### src/rtl/sermem_pkg.sv
package sermem_pkg;
  localparam int WORD_W  = 16;
  localparam int BADDR_W = 24;
  localparam int SH_W    = 32;
  localparam int CNT_W   = 6;
  localparam int NIB_W   = 4;

  localparam logic [7:0] CMD_RST_EN   = 8'h66;
  localparam logic [7:0] CMD_RST      = 8'h99;
  localparam logic [7:0] CMD_WREN     = 8'h06;
  localparam logic [7:0] CMD_WRSR2    = 8'h31;
  localparam logic [7:0] SR2_QUAD     = 8'h02;
  localparam logic [7:0] CMD_QREAD    = 8'hEB;
  localparam logic [7:0] MODE_CONT    = 8'hA0;
  localparam logic [7:0] CMD_RAM_RD   = 8'h03;
  localparam logic [7:0] CMD_RAM_WR   = 8'h02;

  localparam logic [3:0] OE_SINGLE  = 4'b1101;
  localparam logic [3:0] OE_QOUT    = 4'b1111;
  localparam logic [3:0] OE_RELEASE = 4'b0000;

  typedef enum logic [3:0] {
    J_INIT0, J_INIT1, J_INIT2, J_INIT3, J_INIT4,
    J_FREAD, J_RREAD, J_RWRITE, J_BLOCK
  } job_e;

  typedef struct packed {
    logic             quad;
    logic [3:0]       oe;
    logic [CNT_W-1:0] nclk;
    logic [SH_W-1:0]  tx;
    logic             cap;
    logic             last;
  } phase_t;

  // word address to wire byte address
  function automatic logic [BADDR_W-1:0] byte_addr(input logic [WORD_W-1:0] w);
    return {{(BADDR_W-WORD_W-1){1'b0}}, w, 1'b0};
  endfunction

  function automatic phase_t mk(input logic q, input logic [3:0] oe,
                                input logic [CNT_W-1:0] n, input logic [SH_W-1:0] tx,
                                input logic cap, input logic last);
    phase_t p;
    p.quad = q; p.oe = oe; p.nclk = n; p.tx = tx; p.cap = cap; p.last = last;
    return p;
  endfunction

  // phase descriptor for a given job and step
  function automatic phase_t phase_of(input job_e job, input logic [1:0] idx,
                                      input logic [WORD_W-1:0] waddr,
                                      input logic [WORD_W-1:0] wdata);
    logic [BADDR_W-1:0] ba;
    phase_t p;
    ba = byte_addr(waddr);
    p  = mk(1'b0, OE_SINGLE, 6'd8, '0, 1'b0, 1'b1);
    case (job)
      J_INIT0: p = mk(1'b0, OE_SINGLE, 6'd8,  {CMD_RST_EN, 24'h0}, 1'b0, 1'b1);
      J_INIT1: p = mk(1'b0, OE_SINGLE, 6'd8,  {CMD_RST, 24'h0}, 1'b0, 1'b1);
      J_INIT2: p = mk(1'b0, OE_SINGLE, 6'd8,  {CMD_WREN, 24'h0}, 1'b0, 1'b1);
      J_INIT3: p = mk(1'b0, OE_SINGLE, 6'd16, {CMD_WRSR2, SR2_QUAD, 16'h0}, 1'b0, 1'b1);
      J_INIT4: begin
        case (idx)
          2'd0:    p = mk(1'b0, OE_SINGLE, 6'd8, {CMD_QREAD, 24'h0}, 1'b0, 1'b0);
          2'd1:    p = mk(1'b1, OE_QOUT, 6'd6, '0, 1'b0, 1'b0);
          2'd2:    p = mk(1'b1, OE_QOUT, 6'd2, {MODE_CONT, 24'h0}, 1'b0, 1'b0);
          default: p = mk(1'b1, OE_RELEASE, 6'd4, '0, 1'b0, 1'b1);
        endcase
      end
      J_FREAD: begin
        case (idx)
          2'd0:    p = mk(1'b1, OE_QOUT, 6'd6, {ba, 8'h0}, 1'b0, 1'b0);
          2'd1:    p = mk(1'b1, OE_QOUT, 6'd2, {MODE_CONT, 24'h0}, 1'b0, 1'b0);
          2'd2:    p = mk(1'b1, OE_RELEASE, 6'd4, '0, 1'b0, 1'b0);
          default: p = mk(1'b1, OE_RELEASE, 6'd4, '0, 1'b1, 1'b1);
        endcase
      end
      J_RREAD: begin
        case (idx)
          2'd0:    p = mk(1'b0, OE_SINGLE, 6'd8, {CMD_RAM_RD, 24'h0}, 1'b0, 1'b0);
          2'd1:    p = mk(1'b0, OE_SINGLE, 6'd24, {ba, 8'h0}, 1'b0, 1'b0);
          default: p = mk(1'b0, OE_SINGLE, 6'd16, '0, 1'b1, 1'b1);
        endcase
      end
      J_RWRITE: begin
        case (idx)
          2'd0:    p = mk(1'b0, OE_SINGLE, 6'd8, {CMD_RAM_WR, 24'h0}, 1'b0, 1'b0);
          2'd1:    p = mk(1'b0, OE_SINGLE, 6'd24, {ba, 8'h0}, 1'b0, 1'b0);
          default: p = mk(1'b0, OE_SINGLE, 6'd16, {wdata, 16'h0}, 1'b0, 1'b1);
        endcase
      end
      default: p = mk(1'b0, OE_SINGLE, 6'd8, '0, 1'b0, 1'b1);
    endcase
    return p;
  endfunction
endpackage

### src/rtl/sermem_phase.sv
module sermem_phase
  import sermem_pkg::*;
(
  input  job_e              job_i,
  input  logic [1:0]        idx_i,
  input  logic [WORD_W-1:0] waddr_i,
  input  logic [WORD_W-1:0] wdata_i,
  output phase_t            phase_o
);
  always_comb phase_o = phase_of(job_i, idx_i, waddr_i, wdata_i);
endmodule

### src/rtl/sermem_shift.sv
module sermem_shift #(
  parameter int SH_W  = 32,
  parameter int CNT_W = 6,
  parameter int RX_W  = 16,
  parameter int NIB_W = 4
) (
  input  logic             clk,
  input  logic             rst_n,
  input  logic             start_i,
  input  logic             quad_i,
  input  logic             cap_i,
  input  logic [CNT_W-1:0] nclk_i,
  input  logic [SH_W-1:0]  tx_i,
  input  logic [NIB_W-1:0] io_in_i,
  output logic             sclk_o,
  output logic [NIB_W-1:0] nib_o,
  output logic [RX_W-1:0]  rx_o,
  output logic             done_o
);
  logic             active, sclk_q, quad_q, cap_q, done_q;
  logic [CNT_W-1:0] cnt;
  logic [SH_W-1:0]  sh;
  logic [RX_W-1:0]  rx;

  always_ff @(posedge clk or negedge rst_n) begin
    if (!rst_n) begin
      active <= 1'b0; sclk_q <= 1'b0; quad_q <= 1'b0; cap_q <= 1'b0;
      done_q <= 1'b0; cnt <= '0; sh <= '0; rx <= '0;
    end else begin
      done_q <= 1'b0;
      if (start_i) begin
        active <= 1'b1; sclk_q <= 1'b0; sh <= tx_i; cnt <= nclk_i;
        quad_q <= quad_i; cap_q <= cap_i;
      end else if (active) begin
        if (!sclk_q) begin
          // rising serial edge: sample the pads
          sclk_q <= 1'b1;
          if (cap_q)
            rx <= quad_q ? {rx[RX_W-NIB_W-1:0], io_in_i} : {rx[RX_W-2:0], io_in_i[1]};
        end else begin
          // falling serial edge: present next bits
          sclk_q <= 1'b0;
          sh     <= quad_q ? (sh << NIB_W) : (sh << 1);
          cnt    <= cnt - 1'b1;
          if (cnt == 1) begin
            active <= 1'b0;
            done_q <= 1'b1;
          end
        end
      end
    end
  end

  assign sclk_o = sclk_q;
  assign nib_o  = sh[SH_W-1 -: NIB_W];
  assign rx_o   = rx;
  assign done_o = done_q;

  p_sclk_pulse_r5: assert property (@(posedge clk) disable iff (!rst_n)
    sclk_q |=> !sclk_q);
  p_done_quiet_r5: assert property (@(posedge clk) disable iff (!rst_n)
    done_q |-> (!sclk_q && !active));
endmodule

### src/rtl/sermem_pins.sv
module sermem_pins
  import sermem_pkg::*;
(
  input  logic             frame_i,
  input  logic             quad_i,
  input  logic [3:0]       oe_i,
  input  logic [NIB_W-1:0] nib_i,
  output logic [3:0]       io_out_o,
  output logic [3:0]       io_oe_o
);
  always_comb begin
    if (!frame_i) begin
      io_out_o = 4'b1100;
      io_oe_o  = OE_SINGLE;
    end else if (quad_i) begin
      io_out_o = nib_i;
      io_oe_o  = oe_i;
    end else begin
      io_out_o = {2'b11, 1'b0, nib_i[NIB_W-1]};
      io_oe_o  = oe_i;
    end
  end
endmodule

### src/rtl/sermem_bridge.sv
module sermem_bridge
  import sermem_pkg::*;
(
  input  logic              clk,
  input  logic              rst_n,
  input  logic              req,
  input  logic              req_flash,
  input  logic              req_we,
  input  logic [WORD_W-1:0] req_addr,
  input  logic [WORD_W-1:0] req_wdata,
  output logic              ready,
  output logic [WORD_W-1:0] rdata,
  output logic              init_done,
  output logic              flash_cs_n,
  output logic              ram_cs_n,
  output logic              sclk,
  input  logic [3:0]        io_in,
  output logic [3:0]        io_out,
  output logic [3:0]        io_oe
);
  typedef enum logic [2:0] {S_START, S_IDLE, S_LAUNCH, S_WAIT, S_END} st_e;

  st_e               st;
  job_e              job;
  logic [1:0]        idx;
  logic [WORD_W-1:0] addr_q, wdata_q;
  logic              init_q;
  phase_t            ph;

  logic              eng_done, eng_sclk;
  logic [NIB_W-1:0]  eng_nib;
  logic [WORD_W-1:0] eng_rx;

  // named internal events
  wire frame     = (st == S_LAUNCH) || (st == S_WAIT);
  wire launch    = (st == S_LAUNCH);
  wire accept    = (st == S_IDLE) && req && init_q;
  wire blocked   = req_flash && req_we;
  wire flash_job = (job <= J_INIT4) || (job == J_FREAD);
  wire ram_job   = (job == J_RREAD) || (job == J_RWRITE);

  sermem_phase u_phase (
    .job_i(job), .idx_i(idx), .waddr_i(addr_q), .wdata_i(wdata_q), .phase_o(ph)
  );

  sermem_shift #(.SH_W(SH_W), .CNT_W(CNT_W), .RX_W(WORD_W), .NIB_W(NIB_W)) u_shift (
    .clk(clk), .rst_n(rst_n), .start_i(launch), .quad_i(ph.quad), .cap_i(ph.cap),
    .nclk_i(ph.nclk), .tx_i(ph.tx), .io_in_i(io_in), .sclk_o(eng_sclk),
    .nib_o(eng_nib), .rx_o(eng_rx), .done_o(eng_done)
  );

  sermem_pins u_pins (
    .frame_i(frame), .quad_i(ph.quad), .oe_i(ph.oe), .nib_i(eng_nib),
    .io_out_o(io_out), .io_oe_o(io_oe)
  );

  always_ff @(posedge clk or negedge rst_n) begin
    if (!rst_n) begin
      st <= S_START; job <= J_INIT0; idx <= '0;
      addr_q <= '0; wdata_q <= '0; init_q <= 1'b0;
    end else begin
      case (st)
        S_START: st <= S_LAUNCH;
        S_IDLE: begin
          if (accept) begin
            addr_q  <= req_addr;
            wdata_q <= req_wdata;
            idx     <= '0;
            if (blocked) begin
              job <= J_BLOCK;
              st  <= S_END;
            end else begin
              job <= req_flash ? J_FREAD : (req_we ? J_RWRITE : J_RREAD);
              st  <= S_LAUNCH;
            end
          end
        end
        S_LAUNCH: st <= S_WAIT;
        S_WAIT: begin
          if (eng_done) begin
            if (ph.last) st <= S_END;
            else begin
              idx <= idx + 1'b1;
              st  <= S_LAUNCH;
            end
          end
        end
        S_END: begin
          idx <= '0;
          if (job == J_INIT4) begin
            init_q <= 1'b1;
            st     <= S_IDLE;
          end else if (job < J_INIT4) begin
            job <= job_e'(job + 4'd1);
            st  <= S_LAUNCH;
          end else begin
            st <= S_IDLE;
          end
        end
        default: st <= S_IDLE;
      endcase
    end
  end

  assign ready      = (st == S_END) && (job >= J_FREAD);
  assign rdata      = eng_rx;
  assign init_done  = init_q;
  assign flash_cs_n = !(frame && flash_job);
  assign ram_cs_n   = !(frame && ram_job);
  assign sclk       = eng_sclk;

  p_fetch_hold_r1: assert property (@(posedge clk) disable iff (!rst_n)
    !init_q |-> !ready);
  p_ram_quiet_boot_r2: assert property (@(posedge clk) disable iff (!rst_n)
    !init_q |-> ram_cs_n);
  p_cs_exclusive_r2: assert property (@(posedge clk) disable iff (!rst_n)
    !(!flash_cs_n && !ram_cs_n));
  p_sclk_framed_r5: assert property (@(posedge clk) disable iff (!rst_n)
    sclk |-> (!flash_cs_n || !ram_cs_n));
  p_blocked_write_r8: assert property (@(posedge clk) disable iff (!rst_n)
    (accept && blocked) |=> (ready && flash_cs_n && ram_cs_n));
  p_ready_pulse_r9: assert property (@(posedge clk) disable iff (!rst_n)
    ready |=> !ready);
  p_single_high_r10: assert property (@(posedge clk) disable iff (!rst_n)
    (frame && !ph.quad) |-> (io_oe[3:2] == 2'b11 && io_out[3:2] == 2'b11));
endmodule

### config.mk
export PLATFORM = sky130hd
export DESIGN_NAME = sermem_bridge
export DESIGN_NICKNAME = d
export VERILOG_FILES = /design/src/rtl/sermem_pkg.sv /design/src/rtl/sermem_phase.sv /design/src/rtl/sermem_shift.sv /design/src/rtl/sermem_pins.sv /design/src/rtl/sermem_bridge.sv
export SDC_FILE = /design/constraint.sdc
export NUM_CORES = 1
export LEC_CHECK = 0
export CAP_MARGIN = 15
export CORE_MARGIN = 3
export CORE_UTILIZATION = 55
export CTS_BUF_LIST = sky130_fd_sc_hd__clkbuf_8 sky130_fd_sc_hd__clkbuf_16
export CTS_CLUSTER_SIZE = 24
export DETAILED_ROUTE_END_ITERATION = 12
export GPL_TIMING_DRIVEN = 1
export PLACE_DENSITY = 0.84
export RECOVER_POWER = 50
export SYNTH_ARGS = -nofsm -noshare
export SYNTH_HDL_FRONTEND = slang
export SYNTH_SLANG_ARGS = --single-unit
### constraint.sdc
create_clock -name clk -period 2.86 [get_ports clk]
set_input_delay 0.715 -clock clk [delete_from_list [all_inputs] [get_ports clk]]
set_output_delay 0.715 -clock clk [all_outputs]
set_load 0.03 [all_outputs]
==> results of run 1 <==
-- registers in the layout (all words and copies together), names as in the netlist, 2 cells and up --
signal and flops:
st 3, job 4, u_shift.cnt 6, idx 2, addr_q 16, u_shift.rx_o 16
wdata_q 16, u_shift.sh 23
-- through the flow --
stage               setup slack [ns]  instance area (um^2)
global route                  0.0168                  5920
finish                         0.155                  5920
global placement               0.202                  5760
CTS                          0.00455                  5960
floorplan                      0.188                  4950
detailed placement             0.138                  5760
-- power by group --
group / switching, mW / leakage (nW) / total, mW / internal [mW]
Clock: 0.501 / 0.104 / 0.923 / 0.422
Sequential: 0 / 1.24 / 1.30 / 1.30
Combinational: 0.0355 / 1.28 / 0.0878 / 0.0523
-- cells in the mapped netlist (6+ instances only) --
library cell	n
nand2b_1	6
dfrtp_1	92
nor2_1	41
a211oi_1	11
mux2i_1	36
clkbuf_1	19
a221o_1	8
buf_2	13
a21oi_1	25
o22ai_1	7
ha_1	13
nor2b_1	6
nand2_1	128
o21ai_0	29
inv_1	12
-- area by class of cell --
type / instances / area (um^2) / area share
Clock inverter: 7 / 88.8 / 0.0150
Clock buffer: 9 / 124 / 0.0209
Inverter: 12 / 45.0 / 0.00760
Multi-Input combinational cell: 396 / 2420 / 0.409
Tap cell: 105 / 131 / 0.0222
Timing Repair Buffer: 90 / 807 / 0.136
Sequential cell: 92 / 2300 / 0.389
-- worst max-delay path by stage --
stage / cells past startpoint / slack (ns) / end / startpoint
floorplan: 5 / 0.19 / io_out[1] / job[1]
finish: 6 / 0.15 / flash_cs_n / job[0]
CTS: 6 / 0.005 / io_out[2] / idx[0]
global route: 8 / 0.02 / io_out[0] / idx[0]
detailed placement: 6 / 0.14 / ready / job[0]
global placement: 6 / 0.20 / ready / job[0]
-- worst min-delay path, delay by kind of cell (launching register included) --
family           cells  cell delay [ns]
flip-flops           1             0.35
AO/OA/AOI/OAI        1             0.06
AND/OR/NAND/NOR      1             0.04
-- repair_timing --
item	4_1_cts	5_1_grt
pin swaps	0	0
endpoints found under the setup margin	8	9
resized for setup	9	15
-- metal layers --
layer	share of wire	vias to the layer above	track usage
met5	0	-	0
met4	0.013	0	0.0644
met3	0.069	12	0.0374
met2	0.46	166	0.374
met1	0.46	2040	0.368
li1	-	2001	-
-- logic make-up (layout without fill, tap and decap cells) --
kind of cell / count (synthesis) / count (layout) / share of synthesized area
simple gates: 222 / 222 / 0.204
compound gates: 115 / 115 / 0.159
flops: 92 / 92 / 0.465
buf+inv: 51 / 118 / 0.0467
mux: 40 / 40 / 0.0818
fa+ha+maj: 13 / 13 / 0.0328
xor+xnor: 6 / 6 / 0.0106
==> summary.md, run 1 <==
| Metric | Value |
|---|---|
| Status | `finished, violations left` |
| Violated checks | `capacitance limit, slew limit` |
| Cell Pwr Density | `slightly below 400 nW/um^2` |
| Synthesized Nets | `just under 600` |
| Routability congestion estimate | `0.923` |
| Vias in the first global route | `~4000` |
| Share of layout cells above drive strength 1 | `0.0990` |
| Rel. slew slack | `-0.181` |
| Layout area overhead | `19.6%` |
| RSZ-0062 raised after global routing | `no` |
| Routed len/inst | `around 17 um` |
| Share of synthesized area occupied by flip-flops and latches | `0.465` |
| Fin crit share | `0.946` |
| TritonRoute pass-1 iters | `6` |
| Worst R2R End | `u_shift.sh[25]` |
| Kind of critical path | `reg -> out` |
| Ant. Diodes | `0` |
| Die area | `10200 um^2` |
| Worst Hold End | `u_shift.rx_o[15]` |
| CP delay by family, top | `buffers and inverters` |
| R2R cell count | `5` |
| Max IR drop VDD | `~0.00029 V` |
| WP buf/inv | `3` |
| Number of buffers created by CTS | `9` |
| Slew @ Worst Pin | `between 1.5 and 2 ns` |
| Largest net degree at the start of global routing | `62` |
| Worst-skew pair later-pin latency | `~0.36 ns` |
| Layout fillers | `670` |
| Initial antenna violation count | `0` |
| Nets | `around 660` |
| Hold Path Class | `reg -> reg` |
| Crit Path Max Fanout | `13` |
| DRT iter0 DRCs | `around 330` |
| # DRC | `0` |
| Leakage power | `roughly 2.6 nW` |
| Hold bufs inserted after CTS | `0` |
| Clk root buf | `clkbuf_8` |
| Critical Path Slowest Stage Cell | `dfrtp_2` |
| Commonest cells after routing, fill and taps aside | `nand2_1 (128), dfrtp_1 (90), clkdlybuf4s50_1 (57), nor2_1 (42), mux2i_1 (36)` |
| Hold_sp | `u_shift.rx_o[15]` |
| Final setup viols | `0` |
| Final core occ | `0.700` |
| Most frequent standard cell in the layout excluding fill and tap cells | `nand2_1` |
| Grt ovf | `0` |
| DP HPWL | `roughly 8500 um` |
| EDFF count, synth | `0` |
| Top post-synthesis cells by area | `dfrtp_1 (46%), nand2_1 (9.7%), mux2i_1 (7.3%)` |
| Number of setup buffers added after CTS | `0` |
| Post-Route Setup TNS | `0 ns` |
| # IOs | `70` |
| TritonCTS Sinks | `92` |
| Routed Antenna Nets | `0` |
| Cells along the critical path | `inv_1 -> ha_1 -> buf_4 -> nor2_1 -> a211o_1 -> dlygate4sd2_1` |
| WP data required | `approximately 2.1 ns` |
| Synth async-reset ratio | `1.00` |
| Gr usage total | `0.245` |
| Period minus WS final | `between 2 and 3 ns` |
| Placed instance count | `approximately 700` |
| Tot Pwr | `~2.3 mW` |
| Total number of vias | `between 4000 and 5000` |
| Starting density of the core | `0.585` |
| Max Fclk | `between 0.3 and 0.4 GHz` |
| Htree depth | `3` |
| Gate Count Post-Synth | `~540` |
| Seq cells post-synth | `slightly above 90` |
| Hold path cells | `2` |
| Max-Cap Viols | `1` |
| Netlist cell types | `64` |
| Die Y | `between 100 and 150 um` |
| Warnings, synthesis | `0` |
| Worst R2R Start | `st[0]` |
| CTS tree | `yes` |
| Final wirelength | `roughly 12000 um` |
| Slowest stage delay, CP | `0.45 ns` |
| Die X-Extent | `~100 um` |
| Vias/cell | `between 5 and 6` |
| Critical Path Source Type | `flip-flop` |
| Synth area leader | `dfrtp_1` |
| Skew final | `approximately 0.019 ns` |
| Crit path DAT | `1.99 ns` |
| Rows | `33` |
| Synth Flop Type | `dfrtp_1` |
| First-pass GRT wire length | `~20000 um` |
| CP Capture Type | `output pin` |
| Clk pin slew, worst setup/hold paths | `0.10 ns` |
| Yosys top cell area share | `0.465` |
| Placeable Area | `~8500 um^2` |
| Slew Limit Fails | `32` |
| Final hold slack | `a little under 0.5 ns` |
| Final Hold Vio Count | `0` |
| Avg Inst Size Synth | `around 9.2 um^2` |
| Largest buffer count on any clock path | `2` |
| Fin cells | `a little over 700` |
| Synthesized cell area | `between 4000 and 5000 um^2` |
| Flop-to-flop setup slack | `about 0.25 ns` |
| Buffers on Ports | `between 60 and 70` |
Note: power is estimated with default switching activity, not from simulation.
==> run 2, diff against run 1 <==
Settings changed: HOLD_SLACK_MARGIN set to 0.12.
==> results of run 2 <==
The final DEF is identical to that of run 1; final timing and power are the same.
